===== config.mk =====
export PLATFORM = sky130hd
export DESIGN_NAME = bus_term_ctrl
export DESIGN_NICKNAME = d
export VERILOG_FILES = /design/src/rtl/bt_pkg.sv /design/src/rtl/bt_lat_timer.sv /design/src/rtl/bt_abort_watch.sv /design/src/rtl/bus_term_ctrl.sv
export SDC_FILE = /design/constraint.sdc
export NUM_CORES = 1
export LEC_CHECK = 0
export ABC_AREA = 1
export BUFFER_PORTS_ARGS = -buffer_cell sky130_fd_sc_hd__buf_2
export CAP_MARGIN = 0
export CORE_MARGIN = 8
export CORE_UTILIZATION = 35
export DETAILED_ROUTE_END_ITERATION = 16
export PLACE_DENSITY = 0.54
export SLEW_MARGIN = 20
export SYNTH_ARGS = -nofsm -noshare
export SYNTH_HDL_FRONTEND = slang
export SYNTH_HIERARCHICAL = 1
export SYNTH_SLANG_ARGS = --single-unit

===== constraint.sdc =====
create_clock -name clk -period 7.7 [get_ports clk]
set_clock_uncertainty 0.15 [all_clocks]
set_input_delay 0 -clock clk [delete_from_list [all_inputs] [get_ports clk]]
set_output_delay 0 -clock clk [all_outputs]
set_load 0.005 [all_outputs]

===== src/rtl/bt_pkg.sv =====
package bt_pkg;
  typedef enum logic [1:0] {
    K_DLY_WR  = 2'd0,
    K_NP_RD   = 2'd1,
    K_PF_RD   = 2'd2,
    K_PST_WR  = 2'd3
  } kind_e;

  typedef enum logic [2:0] {
    ST_NONE   = 3'd0,
    ST_NORMAL = 3'd1,
    ST_MABORT = 3'd2,
    ST_RETRY  = 3'd3,
    ST_DISC   = 3'd4,
    ST_TABORT = 3'd5
  } stat_e;

  typedef enum logic [1:0] {
    PH_IDLE = 2'd0,
    PH_ADDR = 2'd1,
    PH_DATA = 2'd2,
    PH_TAIL = 2'd3
  } ph_e;
endpackage


===== src/rtl/bt_lat_timer.sv =====
module bt_lat_timer #(
  parameter int LW = 8
) (
  input  logic          clk,
  input  logic          rst,
  input  logic          load,
  input  logic [LW-1:0] value,
  output logic          expired
);
  logic [LW-1:0] lt_q;

  always_ff @(posedge clk) begin
    if (rst)               lt_q <= '0;
    else if (load)         lt_q <= value;
    else if (lt_q != '0)   lt_q <= lt_q - LW'(1);
  end

  assign expired = (lt_q == '0);

  // once empty the timer stays empty until reloaded
  p_lat_stays_empty_r8: assert property (@(posedge clk) disable iff (rst)
    (!load && expired) |=> expired);
endmodule


===== src/rtl/bt_abort_watch.sv =====
module bt_abort_watch #(
  parameter int MA_CLKS = 5
) (
  input  logic clk,
  input  logic rst,
  input  logic arm,
  input  logic active,
  input  logic devsel_n,
  output logic seen,
  output logic fire
);
  localparam int CNTW = (MA_CLKS > 1) ? $clog2(MA_CLKS) : 1;
  localparam logic [CNTW-1:0] LAST = CNTW'(MA_CLKS - 1);

  logic [CNTW-1:0] cnt_q;
  logic            seen_q;

  always_ff @(posedge clk) begin
    if (rst || arm) begin
      cnt_q  <= '0;
      seen_q <= 1'b0;
    end else if (active && !seen_q) begin
      if (!devsel_n)          seen_q <= 1'b1;
      else if (cnt_q != LAST) cnt_q  <= cnt_q + CNTW'(1);
    end
  end

  assign seen = seen_q;
  assign fire = active && !seen_q && devsel_n && (cnt_q == LAST);

  // the controller leaves the claim window right after an abort
  p_abort_single_r9: assert property (@(posedge clk) disable iff (rst)
    fire |=> !fire);
endmodule


===== src/rtl/bus_term_ctrl.sv =====
module bus_term_ctrl
  import bt_pkg::*;
#(
  parameter int AW       = 32,
  parameter int CW       = 8,
  parameter int LW       = 8,
  parameter int PF_BYTES = 64,
  parameter int MA_CLKS  = 5
) (
  input  logic          clk,
  input  logic          rst,
  input  logic          req_valid,
  input  logic [1:0]    req_kind,
  input  logic          req_mwi,
  input  logic [AW-1:0] req_addr,
  input  logic [CW-1:0] req_count,
  input  logic [LW-1:0] lat_timer,
  input  logic          gnt_n,
  input  logic          devsel_n,
  input  logic          trdy_n,
  input  logic          stop_n,
  output logic          frame_n,
  output logic          irdy_n,
  output logic          busy,
  output logic [AW-1:0] tx_addr,
  output logic          data_stb,
  output logic          done,
  output logic [2:0]    status
);
  localparam int PF_LSB = $clog2(PF_BYTES);
  localparam int PF_DW  = PF_BYTES / 4;
  localparam int OFFW   = PF_LSB - 2;

  ph_e           ph_q;
  kind_e         kind_q;
  stat_e         stat_q;
  logic          frame_q, irdy_q, mwi_q, got_q, pend_q, done_q, dstb_q;
  logic [AW-1:0] cur_q, tx_q;
  logic [CW-1:0] rem_q;

  logic          start, seen, ma_fire, lat_exp, lat_end;
  logic          xfer, stop_hit, ending;
  logic [CW-1:0] rem_nx, rem_in;
  kind_e         kind_in;
  logic [AW-1:0] addr_in;
  logic [OFFW-1:0] pf_off;

  assign start = (ph_q == PH_IDLE) && !gnt_n && (pend_q || req_valid);

  bt_lat_timer #(.LW(LW)) u_lat (
    .clk(clk), .rst(rst), .load(start), .value(lat_timer), .expired(lat_exp)
  );

  bt_abort_watch #(.MA_CLKS(MA_CLKS)) u_ma (
    .clk(clk), .rst(rst), .arm(start),
    .active((ph_q == PH_ADDR) || (ph_q == PH_DATA)),
    .devsel_n(devsel_n), .seen(seen), .fire(ma_fire)
  );

  always_comb begin
    pf_off  = req_addr[PF_LSB-1:2];
    kind_in = pend_q ? K_PST_WR : kind_e'(req_kind);
    addr_in = pend_q ? cur_q : req_addr;
    if (pend_q) rem_in = rem_q;
    else begin
      case (kind_e'(req_kind))
        K_PF_RD:  rem_in = CW'(PF_DW) - CW'(pf_off);
        K_PST_WR: rem_in = req_count;
        default:  rem_in = CW'(1);
      endcase
    end
  end

  assign xfer     = (ph_q == PH_DATA) && !trdy_n && !devsel_n && !ma_fire;
  assign stop_hit = (ph_q == PH_DATA) && (seen || !devsel_n) && !stop_n && !ma_fire;
  assign rem_nx   = rem_q - CW'(xfer);
  assign lat_end  = lat_exp && gnt_n && !(mwi_q && kind_q == K_PST_WR);
  assign ending   = (rem_nx == CW'(1)) || lat_end;

  always_ff @(posedge clk) begin
    if (rst) begin
      ph_q    <= PH_IDLE;
      frame_q <= 1'b1;
      irdy_q  <= 1'b1;
      kind_q  <= K_DLY_WR;
      mwi_q   <= 1'b0;
      got_q   <= 1'b0;
      pend_q  <= 1'b0;
      done_q  <= 1'b0;
      dstb_q  <= 1'b0;
      stat_q  <= ST_NONE;
      cur_q   <= '0;
      tx_q    <= '0;
      rem_q   <= '0;
    end else begin
      done_q <= 1'b0;
      dstb_q <= xfer;
      case (ph_q)
        PH_IDLE: if (start) begin
          ph_q    <= PH_ADDR;
          frame_q <= 1'b0;
          kind_q  <= kind_in;
          if (!pend_q) mwi_q <= req_mwi;
          cur_q   <= addr_in;
          tx_q    <= addr_in;
          rem_q   <= rem_in;
          got_q   <= 1'b0;
          pend_q  <= 1'b0;
        end
        PH_ADDR: begin
          ph_q   <= PH_DATA;
          irdy_q <= 1'b0;
          if (rem_q == CW'(1) || lat_end) frame_q <= 1'b1;
        end
        PH_DATA: begin
          if (xfer) begin
            cur_q <= cur_q + AW'(4);
            rem_q <= rem_nx;
            got_q <= 1'b1;
          end
          if (ma_fire) begin
            stat_q <= ST_MABORT;
            if (!frame_q) begin
              frame_q <= 1'b1;
              ph_q    <= PH_TAIL;
            end else begin
              irdy_q <= 1'b1;
              ph_q   <= PH_IDLE;
              done_q <= 1'b1;
            end
          end else if (stop_hit) begin
            if (devsel_n)               stat_q <= ST_TABORT;
            else if (trdy_n && !got_q)  stat_q <= ST_RETRY;
            else                        stat_q <= ST_DISC;
            if (!frame_q) begin
              frame_q <= 1'b1;
              ph_q    <= PH_TAIL;
            end else begin
              irdy_q <= 1'b1;
              ph_q   <= PH_IDLE;
              done_q <= 1'b1;
            end
          end else if (xfer && frame_q) begin
            irdy_q <= 1'b1;
            ph_q   <= PH_IDLE;
            done_q <= 1'b1;
            stat_q <= ST_NORMAL;
            pend_q <= (kind_q == K_PST_WR) && (rem_nx != '0);
          end else if (!frame_q && ending) begin
            frame_q <= 1'b1;
          end
        end
        default: begin
          irdy_q <= 1'b1;
          ph_q   <= PH_IDLE;
          done_q <= 1'b1;
        end
      endcase
    end
  end

  assign frame_n  = frame_q;
  assign irdy_n   = irdy_q;
  assign busy     = (ph_q != PH_IDLE) || pend_q;
  assign tx_addr  = tx_q;
  assign data_stb = dstb_q;
  assign done     = done_q;
  assign status   = stat_q;

  // address phase: frame falls while initiator-ready is still high
  p_addr_phase_r2: assert property (@(posedge clk) disable iff (rst)
    $fell(frame_n) |-> irdy_n);

  // frame is released only while initiator-ready is held low
  p_frame_rise_irdy_r3: assert property (@(posedge clk) disable iff (rst)
    $rose(frame_n) |-> !irdy_n);

  // a completed final data phase releases initiator-ready next clock
  p_irdy_release_r3: assert property (@(posedge clk) disable iff (rst)
    (ph_q == PH_DATA && frame_n && !irdy_n && !trdy_n && !devsel_n) |=> irdy_n);

  // the strobe follows a clock with both readies and the claim low
  p_strobe_cause_r4: assert property (@(posedge clk) disable iff (rst)
    data_stb |-> $past(!irdy_n && !trdy_n && !devsel_n));

  // a data phase never runs with nothing left to move
  p_rem_live_r7: assert property (@(posedge clk) disable iff (rst)
    (ph_q == PH_DATA) |-> (rem_q != '0));

  // completion is reported only with the bus idle
  p_done_idle_r11: assert property (@(posedge clk) disable iff (rst)
    done |-> (frame_n && irdy_n));
endmodule


==> flow_metrics.tcl, run 1 <==
set metrics [dict create \
    grt_first_pass_wirelength_um 28500 \
    critPathArrivalTime_ps 3560 \
    irDropWorstVdd_v 0.000158 \
    grt_max_degree 68 \
    min_path_cells 6 \
    cts_setup_buffers 0 \
    drive_gt1_share_pct 16.1 \
    use_met1_pct 23.5 \
    via_count 5926 \
    r2r_cells 10 \
    gr-max-usage-layer "met2" \
    syn_nets 931 \
    synth.top_cell.area_share_pct 34.3 \
    cp_max_fo 38 \
    synth_area_leader_cell "dfxtp_1" \
    rows 46 \
    synth_commonest_cells "169 x nand2_1, 117 x nor2_1, 98 x dfxtp_1" \
    dp_slack_ps 4460 \
    reg2reg_from "ph_q[0]" \
    status "complete, no violations" \
    hold_class "in2reg" \
    routed_via_density 4.93 \
    syn_inst 860 \
    cts_num_sinks 98 \
    worst_ep_required_time_ps 7840 \
    start_util_pct 35.9 \
    cts-root-buf "clkbuf_16" \
    die_h_um 144 \
    ctsResizeCount 0 \
    fin_cells 1202 \
    grt_antenna_before_repair 1 \
    worst_slack_ps 4290 \
    synth.most_common_cell "nand2_1" \
    slew_viol_final 0 \
    multi_input_area_um2 3260 \
    critPathKind "reg2reg" \
    seq_area_frac_synth_pct 34.3 \
    finalSetupTns_ps 0 \
    p_per_area_nw_per_um2 355 \
    synth_cell_types 46 \
    yosys_warnings 6 \
    period_share_pct 44.3 \
    port_buffers 97 \
    reg2reg_to "rem_q[4]" \
    clk_pin_slew_worst_paths_ps 70 \
    setup_violations 0 \
    maxCapViolations 0 \
    route.detailed.drc 0 \
    whs_endpoint "frame_n" \
    min_period_ps 3410 \
    synth_edf_count 0 \
    total_power_mw 2.53 \
    dr.first_iter.drc_count 365 \
    synth_area_leaders "dfxtp_1 34%, nand2_1 11%, nor2_1 7.7%" \
    ant_nets 0 \
    hold_violations 0 \
    tritoncts "yes" \
    met2_usage_pct 26.4 \
    dp.cells 1138 \
    synthFlopType "dfxtp_1" \
    max_freq_mhz 293 \
    design.die.area_um2 20700 \
    worst_pin_slew_ps 851 \
    die_x_um 144 \
    grt_pass1_vias 5635 \
    dpl_cell_area_um2 6340 \
    slew_headroom_pct 43.2 \
    ys_seq_elements 98 \
    avgSynthCellArea_um2 6.66 \
    critPathLaunchType "register" \
    synth_area_um2 5730 \
    core-area_um2 15900 \
    totalWireLength_um 17400 \
    register_area_um2 1960 \
    cts_buffers 9 \
    clk_latency_ps 350 \
    routedWlPerCell_um 14.5 \
    grt_usage_pct 17.2 \
    reg2reg_setup_slack_ps 4290 \
    clk_path_buf_depth 2 \
    final_area_um2 7110 \
    dp_hpwl_um 12300 \
    endpoint_kind "register" \
    rsz0062_at_grt "no" \
    fillerInstances 1712 \
    io_pins 98 \
    areaGrowthSynthToFinish_pct 24.1 \
    p_leak_nw 2.85 \
    gr-usage-met3_pct 2.52 \
    htreeDepth 3 \
    hp-start "gnt_n" \
    synthArstFlopShare_pct 0 \
    gp_congestion 0.877 \
    firstDrtPassIters 5 \
    overflow 0 \
    fin_nets 1051 \
]
==> cells in the final DEF, fill, tap and decap left out, types with 3 or more instances in the layout <==
master / synthesis / final
buf_4: 1 / 4
dlygate4sd3_1: 0 / 47
clkbuf_16: 0 / 9
nand2_1: 169 / 169
a22oi_1: 3 / 3
xnor2_1: 3 / 3
a31oi_1: 3 / 3
a21oi_1: 58 / 58
nand2_4: 3 / 3
o22ai_1: 3 / 3
nand3_1: 47 / 47
nand2_2: 5 / 5
xor2_1: 7 / 7
clkbuf_8: 0 / 3
o21ai_1: 15 / 15
nor2_1: 117 / 117
ha_1: 13 / 12
a211oi_1: 32 / 32
or2_2: 3 / 3
inv_2: 6 / 6
o211ai_1: 5 / 5
dfxtp_1: 98 / 97
o21ai_0: 76 / 76
buf_2: 7 / 97
nand4_1: 15 / 15
a21oi_2: 10 / 10
nor2_2: 4 / 4
nor3_1: 22 / 22
inv_1: 82 / 82
==> worst max-delay path by stage <==
stage / startpoint / endpoint / slack (ps) / cells past startpoint
after floorplan: ph_q[0] / frame_n / 4830 / 19
after global placement: ph_q[0] / ph_q[0] / 4510 / 12
after detailed placement: ph_q[0] / frame_n / 4460 / 19
after CTS: ph_q[0] / rem_q[4] / 4280 / 10
after global routing: ph_q[0] / rem_q[4] / 4060 / 10
final: ph_q[0] / rem_q[4] / 4290 / 10
==> kinds of logic after synthesis <==
logic type,after synthesis,share of synthesized area [%]
buffers and inverters,128,8.93
adders and majority gates,13,2.84
DFF,98,34.3
AOI/OAI and AO/OA,215,22.1
muxes,2,0.350
and+or+nand+nor,394,30.0
xor gates and xnor gates,10,1.53
==> worst max-delay path: stages (launching register included) <==
cell and delay, ps:
dfxtp_1 340, inv_1 150, ha_2 390, buf_4 440
nor2_1 250, nor2_8 400, o21ai_2 140, inv_2 210
o21ai_0 110, a41oi_1 200, dlygate4sd3_1 560
==> sequential cells by signal, indices dropped and copies added (netlist names) <==
register / flops
u_ma/seen: 1
tx_addr: 32
cur_q: 32
frame_n: 1
got_q: 1
u_lat/lt_q: 8
mwi_q: 1
done: 1
status: 3
pend_q: 1
irdy_n: 1
ph_q: 2
kind_q: 2
data_stb: 1
rem_q: 8
u_ma/cnt_q: 3
==> report_power, final <==
group / internal [mW] / switching (mW) / leakage, nW
sequential: 0.673 / 0.136 / 0.806
clock: 0.245 / 0.207 / 0.141
combinational: 0.439 / 0.826 / 1.90
==> cell type report <==
class	instances	area share, %
inverters	89	4.74
well taps	216	3.80
multi-input cells	634	45.8
flip-flops and latches	98	27.6
repair buffers	148	13.9
diodes	1	0.0352
clock buffers	12	3.75
clock inverters	4	0.352
==> timing repair <==
| action | 4_1_cts | 5_1_grt |
|---|---|---|
| endpoints found under the hold margin | 52 | 0 |
| hold buffers | 47 | 0 |
| endpoints found under the setup margin | 0 | 0 |
==> metal layers <==
layer,vias up,routed length (um)
met5,-,0
met4,0,355
met3,23,748
met2,134,7430
met1,2645,8920
li1,3124,-
==> stage by stage <==
stage | hold slack [ps] | util, %
after floorplan | -80.9 | -
after global placement | 92.2 | 39.8
after detailed placement | 94.6 | 39.8
after CTS | 3.32 | 44.6
after global routing | 49.6 | 44.6
final | 10.6 | 44.6
Power figures use the tool's default switching activity.
==> run 2: changes to the inputs <==
==> constraint.sdc (replaced) <==
create_clock -name clk -period 3.2 [get_ports clk]
set_clock_uncertainty 0.15 [all_clocks]
set_input_delay 0 -clock clk [delete_from_list [all_inputs] [get_ports clk]]
set_output_delay 0 -clock clk [all_outputs]
set_load 0.005 [all_outputs]
==> flow_metrics.tcl, run 2 (same netlist as run 1, synthesis figures left out) <==
set metrics [dict create \
    clk_path_buf_depth 2 \
    areaGrowthSynthToFinish_pct 26.6 \
    maxCapViolations 0 \
    p_per_area_nw_per_um2 870 \
    slew_headroom_pct 43.9 \
    layout_commonest_cell "nand2_1" \
    cts_num_sinks 98 \
    overflow 0 \
    dp_hpwl_um 12400 \
    fin_nets 1064 \
    totalWireLength_um 17600 \
    core-area_um2 15900 \
    route.detailed.drc 0 \
    grt_usage_pct 17.3 \
    cp_common_cell "ha_1" \
    worst_pin_slew_ps 841 \
    grt_first_pass_wirelength_um 28400 \
    critPathLaunchType "register" \
    cts_buffers 9 \
    grt_antenna_before_repair 0 \
    rows 46 \
    grt_max_degree 67 \
    min_period_ps 2980 \
    hold_violations 0 \
    gp_congestion 0.880 \
    period_share_pct 93.0 \
    total_power_mw 6.31 \
    cp_max_fo 4 \
    critPathArrivalTime_ps 3120 \
    layout_common_cells "169 x nand2_1, 116 x nor2_1, 97 x buf_2" \
    drive_gt1_share_pct 17.3 \
    start_util_pct 35.9 \
    cpPeakStageDelay_ps 580 \
    status "complete, no violations" \
    grt_pass1_vias 5770 \
    path_delay_family "buffers and inverters" \
    worst_ep_required_time_ps 3340 \
    diodes 0 \
    max_freq_mhz 336 \
    finish.utilization_pct 45.5 \
    htreeDepth 3 \
    firstDrtPassIters 6 \
    clk_pin_slew_worst_paths_ps 70 \
    dp_slack_ps 180 \
    hold_class "in2reg" \
    dr.first_iter.drc_count 429 \
    worst_slack_ps 223 \
    endpoint_kind "register" \
    irDropWorstVdd_v 0.000385 \
    slew_viol_final 0 \
    io_pins 98 \
    die_x_um 144 \
    design.die.area_um2 20700 \
    cts-root-buf "clkbuf_16" \
    crit_buf_inv 4 \
    ant_nets 0 \
    setup_violations 0 \
    routedWlPerCell_um 14.5 \
    routed_via_density 4.93 \
    die_h_um 144 \
    worstPathCellList "inv_1, ha_1, nand3_1, nor2_2, inv_1, nand4_1, inv_2, ha_1, ha_1, nand2_1, xor2_1, nand2_1, a41oi_1, dlygate4sd3_1" \
    port_buffers 97 \
    p_leak_nw 2.91 \
    via_count 5991 \
    tritoncts "yes" \
    cp_slowest_cell "dlygate4sd3_1" \
    critPathKind "reg2reg" \
    clk_latency_ps 350 \
]
run 2: changes by cell type in the layout (fill, tap and decap cells not counted), sizes merged:
cell	previous run	this run
dlygate4sd3	47	50
diode	1	0
bufinv	0	2
clkinv	2	0
buf	101	111
run 2: through the flow:
stage	instances	hold slack (ps)	setup TNS, ps	cell area, um2
2_1_floorplan	860	-80.9	0	5730
3_3_place_gp	1145	98.2	0	6390
3_5_place_dp	1145	98.9	0	6390
4_1_cts	1211	4.36	0	7220
5_1_grt	1214	29.3	-9.26	7250
6_report	1214	9.63	0	7250
run 2: repair_timing:
action                                  4_1_cts  5_1_grt
setup buffers                                 0        3
endpoints found under the setup margin        0        2
gates resized for setup                       0        6
hold buffers                                 50        0
hold endpoints to repair                     55        0
run 2: final timing paths:
path | slack (ps) | cells after the start | startpoint | to
worst max-delay path | 220 | 14 | ph_q[1] | rem_q[4]
worst max register to register | 220 | 14 | ph_q[1] | rem_q[4]
worst min register to register | 320 | 2 | status[2] | status[2]
worst min-delay path | 10 | 5 | req_addr[5] | rem_q[3]
run 2: tightest hold or removal path, stage by stage:
cell	delay, ps
buf_2	120
inv_1	80
nor3_1	50
o21ai_0	140
a21oi_1	70
run 2: layer usage:
| layer | vias to the layer above | wire length [um] | global-route usage [%] |
|---|---|---|---|
| met5 | - | 0 | 0 |
| met4 | 0 | 324 | 6.53 |
| met3 | 20 | 861 | 2.85 |
| met2 | 123 | 7660 | 26.9 |
| met1 | 2699 | 8730 | 23.3 |
| li1 | 3149 | - | - |
run 2: area by class of cell:
class                           instances  area [um2]
Clock inverter                          4        75.1
Multi-Input combinational cell        634        3260
Inverter                               89         337
Tap cell                              216         270
Clock buffer                           12         246
Sequential cell                        98        1970
Fill cell                            1725        8690
Timing Repair Buffer                  161        1090
run 2: report_power, final:
group / total (mW) / switching [mW] / internal (mW)
Clock: 1.21 / 0.504 / 0.709
Combinational: 3.15 / 2.00 / 1.14
Sequential: 1.95 / 0.328 / 1.62
Total: 6.31 / 2.84 / 3.47
